**src/rtl/chal_sp_pkg.sv**
```systemverilog
package chal_sp_pkg;

  localparam int CSP_NBYTES = 8;
  localparam int CSP_BYTE_W = 8;
  localparam int CSP_ADDR_W = 8;

  typedef enum logic [1:0] {
    CSP_IDLE  = 2'd0,
    CSP_WRITE = 2'd1,
    CSP_READ  = 2'd2
  } csp_mode_e;

endpackage

```
**src/rtl/chal_sp_ctrl.sv**
```systemverilog
module chal_sp_ctrl
  import chal_sp_pkg::*;
(
  input  logic      clk,
  input  logic      rst_n,
  input  logic      bus_rst,
  input  logic      wr_start,
  input  logic      rd_start,
  output csp_mode_e mode_o,
  output logic      wr_restart_o,
  output logic      rd_load_o,
  output logic      cmd_evt_o
);

  csp_mode_e mode_q;

  // Priority order: bus reset, then write start, then read start.
  assign wr_restart_o = !bus_rst && wr_start;
  assign rd_load_o    = !bus_rst && !wr_start && rd_start;
  assign cmd_evt_o    = bus_rst || wr_start || rd_start;

  always_ff @(posedge clk or negedge rst_n) begin
    if (!rst_n)            mode_q <= CSP_IDLE;
    else if (bus_rst)      mode_q <= CSP_IDLE;
    else if (wr_start)     mode_q <= CSP_WRITE;
    else if (rd_start)     mode_q <= CSP_READ;
  end

  assign mode_o = mode_q;

endmodule

```
**src/rtl/chal_sp_store.sv**
```systemverilog
module chal_sp_store #(
  parameter int NBYTES = 8,
  parameter int BYTE_W = 8,
  localparam int PTR_W   = $clog2(NBYTES + 1),
  localparam int TOTAL_W = NBYTES * BYTE_W
) (
  input  logic               clk,
  input  logic               rst_n,
  input  logic               restart,
  input  logic               wr_en,
  input  logic [BYTE_W-1:0]  wr_byte,
  output logic [TOTAL_W-1:0] data_o,
  output logic [PTR_W-1:0]   ptr_o,
  output logic               take_o
);

  logic [PTR_W-1:0] ptr_q;
  logic             take;

  // A byte is taken only while the fill pointer is inside the window.
  function automatic logic has_room(input logic [PTR_W-1:0] p);
    return p < PTR_W'(NBYTES);
  endfunction

  assign take = wr_en && has_room(ptr_q);

  always_ff @(posedge clk or negedge rst_n) begin
    if (!rst_n)       ptr_q <= '0;
    else if (restart) ptr_q <= '0;
    else if (take)    ptr_q <= ptr_q + PTR_W'(1);
  end

  for (genvar g = 0; g < NBYTES; g++) begin : g_slot
    logic [BYTE_W-1:0] slot_q;
    always_ff @(posedge clk or negedge rst_n) begin
      if (!rst_n)                              slot_q <= '0;
      else if (take && ptr_q == PTR_W'(g))     slot_q <= wr_byte;
    end
    assign data_o[g*BYTE_W +: BYTE_W] = slot_q;
  end

  assign ptr_o  = ptr_q;
  assign take_o = take;

endmodule

```
**src/rtl/chal_sp_reader.sv**
```systemverilog
module chal_sp_reader #(
  parameter int NBYTES = 8,
  parameter int BYTE_W = 8,
  parameter int ADDR_W = 8,
  localparam int BIT_W   = $clog2(BYTE_W),
  localparam int TOTAL_W = NBYTES * BYTE_W
) (
  input  logic               clk,
  input  logic               rst_n,
  input  logic               load,
  input  logic [ADDR_W-1:0]  load_addr,
  input  logic               adv,
  input  logic               active,
  input  logic [TOTAL_W-1:0] data_i,
  output logic               bit_o,
  output logic [ADDR_W-1:0]  addr_o,
  output logic [BIT_W-1:0]   pos_o
);

  logic [ADDR_W-1:0] addr_q;
  logic [BIT_W-1:0]  pos_q;
  logic              last_bit;

  // Address steps up but stops at its top value instead of wrapping.
  function automatic logic [ADDR_W-1:0] step_addr(input logic [ADDR_W-1:0] a);
    return (a == '1) ? a : a + ADDR_W'(1);
  endfunction

  // Bit at (byte a, bit p); outside the window the answer is 1.
  function automatic logic pick_bit(input logic [TOTAL_W-1:0] d,
                                    input logic [ADDR_W-1:0]  a,
                                    input logic [BIT_W-1:0]   p);
    logic [TOTAL_W-1:0] sh;
    int                 idx;
    if (a >= ADDR_W'(NBYTES)) return 1'b1;
    idx = int'(a) * BYTE_W + int'(p);
    sh  = d >> idx;
    return sh[0];
  endfunction

  assign last_bit = (pos_q == BIT_W'(BYTE_W - 1));

  always_ff @(posedge clk or negedge rst_n) begin
    if (!rst_n) begin
      addr_q <= '0;
      pos_q  <= '0;
    end else if (load) begin
      addr_q <= load_addr;
      pos_q  <= '0;
    end else if (adv) begin
      pos_q <= last_bit ? '0 : pos_q + BIT_W'(1);
      if (last_bit) addr_q <= step_addr(addr_q);
    end
  end

  assign bit_o  = active ? pick_bit(data_i, addr_q, pos_q) : 1'b1;
  assign addr_o = addr_q;
  assign pos_o  = pos_q;

endmodule

```
**src/rtl/chal_scratchpad.sv**
```systemverilog
module chal_scratchpad
  import chal_sp_pkg::*;
#(
  parameter int NBYTES = CSP_NBYTES,
  parameter int BYTE_W = CSP_BYTE_W,
  parameter int ADDR_W = CSP_ADDR_W,
  localparam int PTR_W   = $clog2(NBYTES + 1),
  localparam int BIT_W   = $clog2(BYTE_W),
  localparam int TOTAL_W = NBYTES * BYTE_W
) (
  input  logic               clk,
  input  logic               rst_n,
  input  logic               bus_rst,
  input  logic               wr_start,
  input  logic               wr_valid,
  input  logic [BYTE_W-1:0]  wr_byte,
  input  logic               rd_start,
  input  logic [ADDR_W-1:0]  rd_addr,
  input  logic               rd_req,
  output logic               rd_bit,
  output logic [TOTAL_W-1:0] challenge
);

  csp_mode_e         mode;
  logic              wr_restart;
  logic              rd_load;
  logic              cmd_evt;
  logic              wr_en;
  logic              rd_adv;
  logic              rd_act;
  logic              wr_take;
  logic [PTR_W-1:0]  wr_ptr;
  logic [ADDR_W-1:0] rd_addr_q;
  logic [BIT_W-1:0]  rd_pos;

  chal_sp_ctrl u_ctrl (
    .clk          (clk),
    .rst_n        (rst_n),
    .bus_rst      (bus_rst),
    .wr_start     (wr_start),
    .rd_start     (rd_start),
    .mode_o       (mode),
    .wr_restart_o (wr_restart),
    .rd_load_o    (rd_load),
    .cmd_evt_o    (cmd_evt)
  );

  // A command event in a cycle overrides any data strobe in that cycle.
  assign wr_en  = (mode == CSP_WRITE) && wr_valid && !cmd_evt;
  assign rd_act = (mode == CSP_READ);
  assign rd_adv = rd_act && rd_req && !cmd_evt;

  chal_sp_store #(
    .NBYTES (NBYTES),
    .BYTE_W (BYTE_W)
  ) u_store (
    .clk     (clk),
    .rst_n   (rst_n),
    .restart (wr_restart),
    .wr_en   (wr_en),
    .wr_byte (wr_byte),
    .data_o  (challenge),
    .ptr_o   (wr_ptr),
    .take_o  (wr_take)
  );

  chal_sp_reader #(
    .NBYTES (NBYTES),
    .BYTE_W (BYTE_W),
    .ADDR_W (ADDR_W)
  ) u_reader (
    .clk       (clk),
    .rst_n     (rst_n),
    .load      (rd_load),
    .load_addr (rd_addr),
    .adv       (rd_adv),
    .active    (rd_act),
    .data_i    (challenge),
    .bit_o     (rd_bit),
    .addr_o    (rd_addr_q),
    .pos_o     (rd_pos)
  );

endmodule

```
**config.mk**
```make
export PLATFORM = sky130hd
export DESIGN_NAME = chal_scratchpad
export DESIGN_NICKNAME = d
export VERILOG_FILES = /design/src/rtl/chal_sp_pkg.sv /design/src/rtl/chal_sp_ctrl.sv /design/src/rtl/chal_sp_store.sv /design/src/rtl/chal_sp_reader.sv /design/src/rtl/chal_scratchpad.sv
export SDC_FILE = /design/constraint.sdc
export NUM_CORES = 1
export LEC_CHECK = 0
export BUFFER_PORTS_ARGS = -buffer_cell sky130_fd_sc_hd__buf_2
export CAP_MARGIN = 5
export CORE_UTILIZATION = 58
export DETAILED_ROUTE_END_ITERATION = 10
export PLACE_DENSITY = 0.89
export SLEW_MARGIN = 5
export SYNTH_ARGS = -nofsm -noshare
export SYNTH_HDL_FRONTEND = slang
export SYNTH_SLANG_ARGS = --single-unit
export TNS_END_PERCENT = 5
```
**constraint.sdc**
```tcl
create_clock -name clk -period 3.31 [get_ports clk]
set_input_delay 0 -clock clk [delete_from_list [all_inputs] [get_ports clk]]
set_output_delay 0 -clock clk [all_outputs]
set_load 0.01 [all_outputs]
```
==> reports/metrics.yaml, run 1 <==
outcome: "complete, but fails checks"
violations: "DRC"
routed-via-count: 2839
power_leakage_nw: 2.45
dieArea_sq_mm: 0.00720
power_density_mw_per_mm2: 420
root_buffer: "clkbuf_8"
cap_viol_max_count: 0
p_seq_share_pct: 54.0
switchingPower_uw: 581
power.internal_mw: 1.43
crit_fanout: 18
viasPerCell: 6.07
die_w_um: 84.9
slew_headroom_pct: 32.7
grt_start_max_net_pins: 82
dp_hpwl_um: 6420
yosysWarnings: 0
io_buffers: 87
h-tree-depth: 3
worstPathRequired_ns: 3.31
routed_wl_um: 9380
wl_per_cell_um: 20.0
critical_path.startpoint: "u_reader.pos_o[2]"
worstSetupPathType: "register to primary output"
setup_viol: 0
end_kind: "primary output"
synthesis.nets: 315
ff2ff_path_depth: 5
max_freq_mhz: 389
cp.arrival_ns: 2.57
synth-edff-count: 0
multi_input_area_sq_mm: 0.00186
grtUsageTotal_pct: 28.2
ys_seq_area_share_pct: 50.9
cts_resized: 0
place.gp.congestion: 0.817
path_clk_slew_ns: 0.10
rsz0062_at_grt: "no"
ys_ff_latch: 81
rrSetupSlack_ns: 0.92
clk_latency_ns: 0.37
hold_violations: 0
post-route-drc-count: 4
worstMarginPinSlew_ns: 1.01
reg2reg_from: "u_reader.pos_o[2]"
fp-row-count: 29
diodes: 0
ys_types: 37
dr.pass1.iters: 7
nFillCells: 435
cts_buffers: 9
grt_pass1_vias: 2924
drive_above_1_share_pct: 51.2
syn_inst: 284
die_h_um: 84.9
drt_iter0_markers: 167
hold_ws_ns: 0.0198
seq_area_sq_mm: 0.00203
overflow: 0
grt_pass1_wl_um: 15100
core_area_sq_mm: 0.00649
finalCriticalPeriod_ns: 2.57
syn_area_per_cell_sq_um: 14.0
finClkSkew_ns: 0.0118
antenna_found_initial: 0
initial_core_util_pct: 61.3
boundaryPins: 88
async_reset_ff_share_pct: 100
min_path_type: "primary input to register"
ant_nets: 0
cp-endpoint: "rd_bit"
post-cts-setup-buffers: 0
period_share_pct: 77.6
start_kind: "register"
setup_tns_ns: 0
syn_to_final_growth_pct: 19.9
combPwrFrac_pct: 11.3
vdd_drop_max_uv: 301
synthFlopType: "dfrtp_1"
syn_area_sq_mm: 0.00398
layout.nets: 417
reg2reg_to: "u_reader.addr_o[7]"
clkSinkCount: 81
tritoncts: "yes"
clockBufferDepth: 2
maxSlewViolCount: 0
clock_power_share_pct: 34.6
p_sw_share_pct: 29.0
-- cells in the mapped netlist, drive strengths merged (2+ instances only) --
cell type / number / area, sq um
dfrtp: 81 / 2030
mux2: 66 / 743
nor2: 18 / 67.6
mux4: 16 / 360
nand2: 11 / 41.3
a21oi: 9 / 45.0
mux2i: 9 / 90.1
ha: 8 / 100
inv: 8 / 30.0
xnor2: 8 / 70.1
buf: 7 / 41.3
nand3: 7 / 35.0
nor4: 5 / 31.3
clkbuf: 3 / 21.3
nand3b: 3 / 33.8
nand4: 3 / 33.8
nor3: 3 / 26.3
nor3b: 3 / 56.3
a31oi: 2 / 12.5
-- flip-flops by register name, summed over array words and instances, names as in the netlist --
register	cells
u_reader.pos_o	3
u_reader.addr_o	8
u_store.g_slot.slot_q	64
u_ctrl.mode_o	2
u_store.ptr_o	4
-- kinds of logic after synthesis --
logic type | share of synthesized area, %
compound gates | 2.83
buf+inv | 2.32
xor+xnor | 1.76
fa+ha+maj | 2.51
simple gates | 9.74
mux | 30.0
flops | 50.9
-- worst min-delay path by stage --
stage / startpoint / to / slack (ns) / cells past startpoint
2_1_floorplan: rst_n / u_ctrl.mode_o[0] / -0.30 / 0
3_3_place_gp: rst_n / u_reader.addr_o[4] / 0.22 / 1
3_5_place_dp: rst_n / u_reader.addr_o[5] / 0.23 / 1
4_1_cts: wr_byte[7] / u_store.g_slot[4].slot_q[7] / 0.009 / 2
5_1_grt: wr_byte[3] / u_store.g_slot[1].slot_q[3] / 0.02 / 2
6_report: wr_byte[7] / u_store.g_slot[4].slot_q[7] / 0.02 / 2
-- power by group through the flow --
stage,registers [mW],clock network [mW],logic [mW]
global placement,1.10,0,0.205
finish,1.08,0.695,0.227
CTS,1.08,0.704,0.227
floorplan,1.10,0,0.111
global route,1.09,0.743,0.250
detailed placement,1.10,0,0.214
-- area by class of cell --
class,count,share of cell area (%)
Sequential cell,81,42.4
Multi-Input combinational cell,185,39.0
Timing Repair Buffer,101,12.0
Clock buffer,9,2.59
Tap cell,77,2.02
Clock inverter,7,1.28
Inverter,8,0.629
-- per-stage QoR --
step           cells  instance area [sq um]  worst slack (ns)  utilization (%)  power, mW
2_1_floorplan    284                   3980              1.44                -       1.21
3_3_place_gp     440                   4470              1.16             68.8       1.30
3_5_place_dp     440                   4470             0.976             68.8       1.32
4_1_cts          468                   4780             0.754             73.5       2.01
5_1_grt          468                   4780             0.628             73.5       2.08
6_report         468                   4780             0.742             73.5       2.01
-- critical path, stage by stage (launching register included) --
cell	delay, ns
dfrtp_1	0.94
mux4_2	0.41
mux2_2	0.28
o311ai_0	0.27
nand3_1	0.13
buf_2	0.16
-- layer usage --
layer | wire [um] | part of all wire, % | up-vias | track usage [%]
met5 | 0 | 0 | - | 0
met1 | 3890 | 42 | 1444 | 37.0
met2 | 4700 | 50 | 124 | 46.3
li1 | - | - | 1248 | -
met3 | 585 | 6.2 | 23 | 6.91
met4 | 200 | 2.1 | 0 | 10.0
-- placed cells by master, fill, tap and decap left out, types with 2 or more instances in the layout --
cell type / count
dfrtp_1: 81
inv_6: 2
mux2_2: 66
nor3_1: 2
inv_1: 8
buf_2: 86
nand3b_2: 3
buf_4: 3
inv_8: 2
mux4_2: 16
nor3b_4: 3
nand4_1: 2
dlygate4sd3_1: 12
ha_1: 8
a21oi_1: 9
a31oi_1: 2
nand3_1: 7
nor2_1: 18
mux2i_1: 9
xnor2_1: 8
nor4_1: 5
nand2_1: 11
clkbuf_8: 9
-- timing repair --
item / in CTS / in global routing
hold endpoints to repair: 91 / 0
setup endpoints to repair: 0 / 0
hold buffers: 12 / 0
No activity file was read; power rests on OpenSTA's default activity.
==> run 2: changes to the inputs <==
- CORE_UTILIZATION: 58 -> 54
- PLACE_DENSITY: 0.89 -> 0.83
- clock period: 3.31 -> 2.67 ns (I/O delays scaled with it)
==> run 2 against run 1 <==
Effect of this change: the flow now finishes without violations; first-iteration DRC count is 23% higher; routed wire length grew 2.5%; combinational power up 24%; cell area grew 0.31%; final cell count rose by 4.1%; setup slack got worse by 0.49 ns; sequential share of layout area decreased by 0.11 points; sequential cell count is the same; largest power group unchanged.
==> reports/metrics.yaml, run 2 (synthesis gave the netlist of run 1 again) <==
outcome: "complete, no violations"
worstMarginPinSlew_ns: 1.02  # +0.0142 ns
post-cts-setup-buffers: 0  # unchanged
rsz0062_at_grt: "no"
overflow: 0  # unchanged
place.gp.congestion: 0.874  # +7.0%
top_register: "u_store.g_slot.slot_q"
boundaryPins: 88  # unchanged
timing.final.ws_setup_ns: 0.248  # -0.494 ns
clkSinkCount: 81  # unchanged
die_w_um: 87.9  # +3.6%
reg2reg_from: "u_reader.pos_o[0]"
mostFrequentLayoutCells: "buf_2 (86), dfrtp_1 (80), mux2_2 (66), nor2_1 (18), mux4_2 (16)"
finalCriticalPeriod_ns: 2.42
period_share_pct: 90.7
routed-via-count: 2807  # -1.1%
critPathMaxStageDelay_ns: 0.68  # -0.26 ns
end_kind: "primary output"
rrSetupSlack_ns: 0.44  # -0.48 ns
hold_start: "wr_byte[4]"
ant_nets: 0  # unchanged
largest_reg_flops: 64  # unchanged
tritoncts: "yes"
drive_above_1_share_pct: 51.4  # +0.26 points
critical_path.startpoint: "u_reader.pos_o[0]"
postLayoutCoreUtil_pct: 69.0  # -4.5 points
path_clk_slew_ns: 0.08  # -0.02 ns
cp.arrival_ns: 2.42  # -0.15 ns
ff2ff_path_depth: 6  # +1
cp-endpoint: "rd_bit"
place_inst: 461  # +4.8%
cap_viol_max_count: 0  # unchanged
h-tree-depth: 3  # unchanged
die_h_um: 87.9  # +3.6%
start_kind: "register"
cts_buffers: 9  # unchanged
clockBufferDepth: 2  # unchanged
design_area_sq_mm: 0.00479  # +0.31%
power_density_mw_per_mm2: 504  # +20%
vdd_drop_max_uv: 351  # +16%
hold_violations: 0  # unchanged
max_freq_mhz: 413
design_power_total_mw: 2.42  # +20%
reg2reg_to: "u_reader.addr_o[7]"
path_cells: "mux4_2, mux2i_1, a2bb2oi_1, o311ai_0, nand3_1, buf_2"
dp_hpwl_um: 6710  # +4.5%
grt_pass1_vias: 2795  # -4.4%
core_area_sq_mm: 0.00694  # +6.9%
preCtsSetupSlack_ns: 0.324  # -0.651 ns
wl_per_cell_um: 19.7  # -1.5%
finClkSkew_ns: 0.0116  # -0.000231 ns
setup_viol: 0  # unchanged
worstPathRequired_ns: 2.67  # -0.64 ns
syn_to_final_growth_pct: 20.3
viasPerCell: 5.76  # -5.0%
grt_pass1_wl_um: 14900  # -1.2%
maxSlewViolCount: 0  # unchanged
root_buffer: "clkbuf_8"
setup_tns_ns: 0  # unchanged
crit_path_top_delay_cell: "dfrtp_1"
antenna_found_initial: 0  # unchanged
crit_fanout: 9  # -9
clk_latency_ns: 0.35  # -0.02 ns
slew_headroom_pct: 31.8  # -0.95 points
io_buffers: 87  # unchanged
final_common_cell: "buf_2"
worstSetupPathType: "register to primary output"
diodes: 0  # unchanged
placed_cell_area_sq_mm: 0.00451  # +0.87%
min_path_type: "primary input to register"
grt_start_max_net_pins: 82  # unchanged
post-route-drc-count: 0  # -4
power_leakage_nw: 2.45  # -0.29%
grtUsageTotal_pct: 26.9  # -1.3 points
initial_core_util_pct: 57.4  # -4.0 points
dr.pass1.iters: 4  # -3
layout.nets: 418  # +0.24%
hold_ws_ns: 0.0690  # +0.0492 ns
dieArea_sq_mm: 0.00772  # +7.2%
drt_iter0_markers: 205  # +23%
fp-row-count: 30  # +3.4%
routed_wl_um: 9610  # +2.5%
nFillCells: 510  # +17%
fin_cells: 487  # +4.1%
==> run 2: cell count changes in the layout (fill, tap and decap cells not counted), sizes merged <==
cell	previous run	this run
clkbuf	9	11
inv	12	9
clkinv	2	1
dlygate4sd3	12	11
clkinvlp	1	2
buf	89	91
==> run 2: area by class of cell <==
class                           count  area (sq um)  area share [%]
Clock buffer                       11           141            2.95
Timing Repair Buffer              102           578            12.1
Sequential cell                    81          2030            42.3
Clock inverter                      4          28.8           0.601
Multi-Input combinational cell    185          1860            38.9
Inverter                            8          30.0           0.627
Tap cell                           96           120            2.51
==> run 2: layer usage <==
layer	vias up	global-route usage [%]	part of all wire (%)
li1	1249	-	-
met1	1432	36.1	44
met2	115	42.4	48
met3	11	8.11	6.8
met4	0	8.35	1.5
met5	-	0	0
==> run 2: how the worst min path moves through the flow <==
stage          cells after the start                           to
2_1_floorplan                      0             u_ctrl.mode_o[0]
3_3_place_gp                       1             u_ctrl.mode_o[1]
3_5_place_dp                       1             u_ctrl.mode_o[1]
4_1_cts                            2  u_store.g_slot[1].slot_q[5]
5_1_grt                            2  u_store.g_slot[4].slot_q[3]
6_report                           2  u_store.g_slot[2].slot_q[4]
==> run 2: repair_timing <==
item,CTS,global route
resized for setup,0,1
hold buffers,11,0
setup endpoints to repair,0,1
endpoints found under the hold margin,90,0
==> run 2: worst max-delay path: cells and delay by family, from the launching register on <==
family,cells,cell delay [ns]
and+or+nand+nor,1,0.17
DFF,1,0.68
AOI/OAI and AO/OA,2,0.21
buffers and inverters,1,0.17
muxes,2,0.83
==> run 2: power by group <==
group	total [mW]	internal, mW	switching [mW]
sequential	1.34	1.28	0.0627
clock	0.792	0.360	0.432
combinational	0.281	0.129	0.152
total	2.42	1.77	0.646
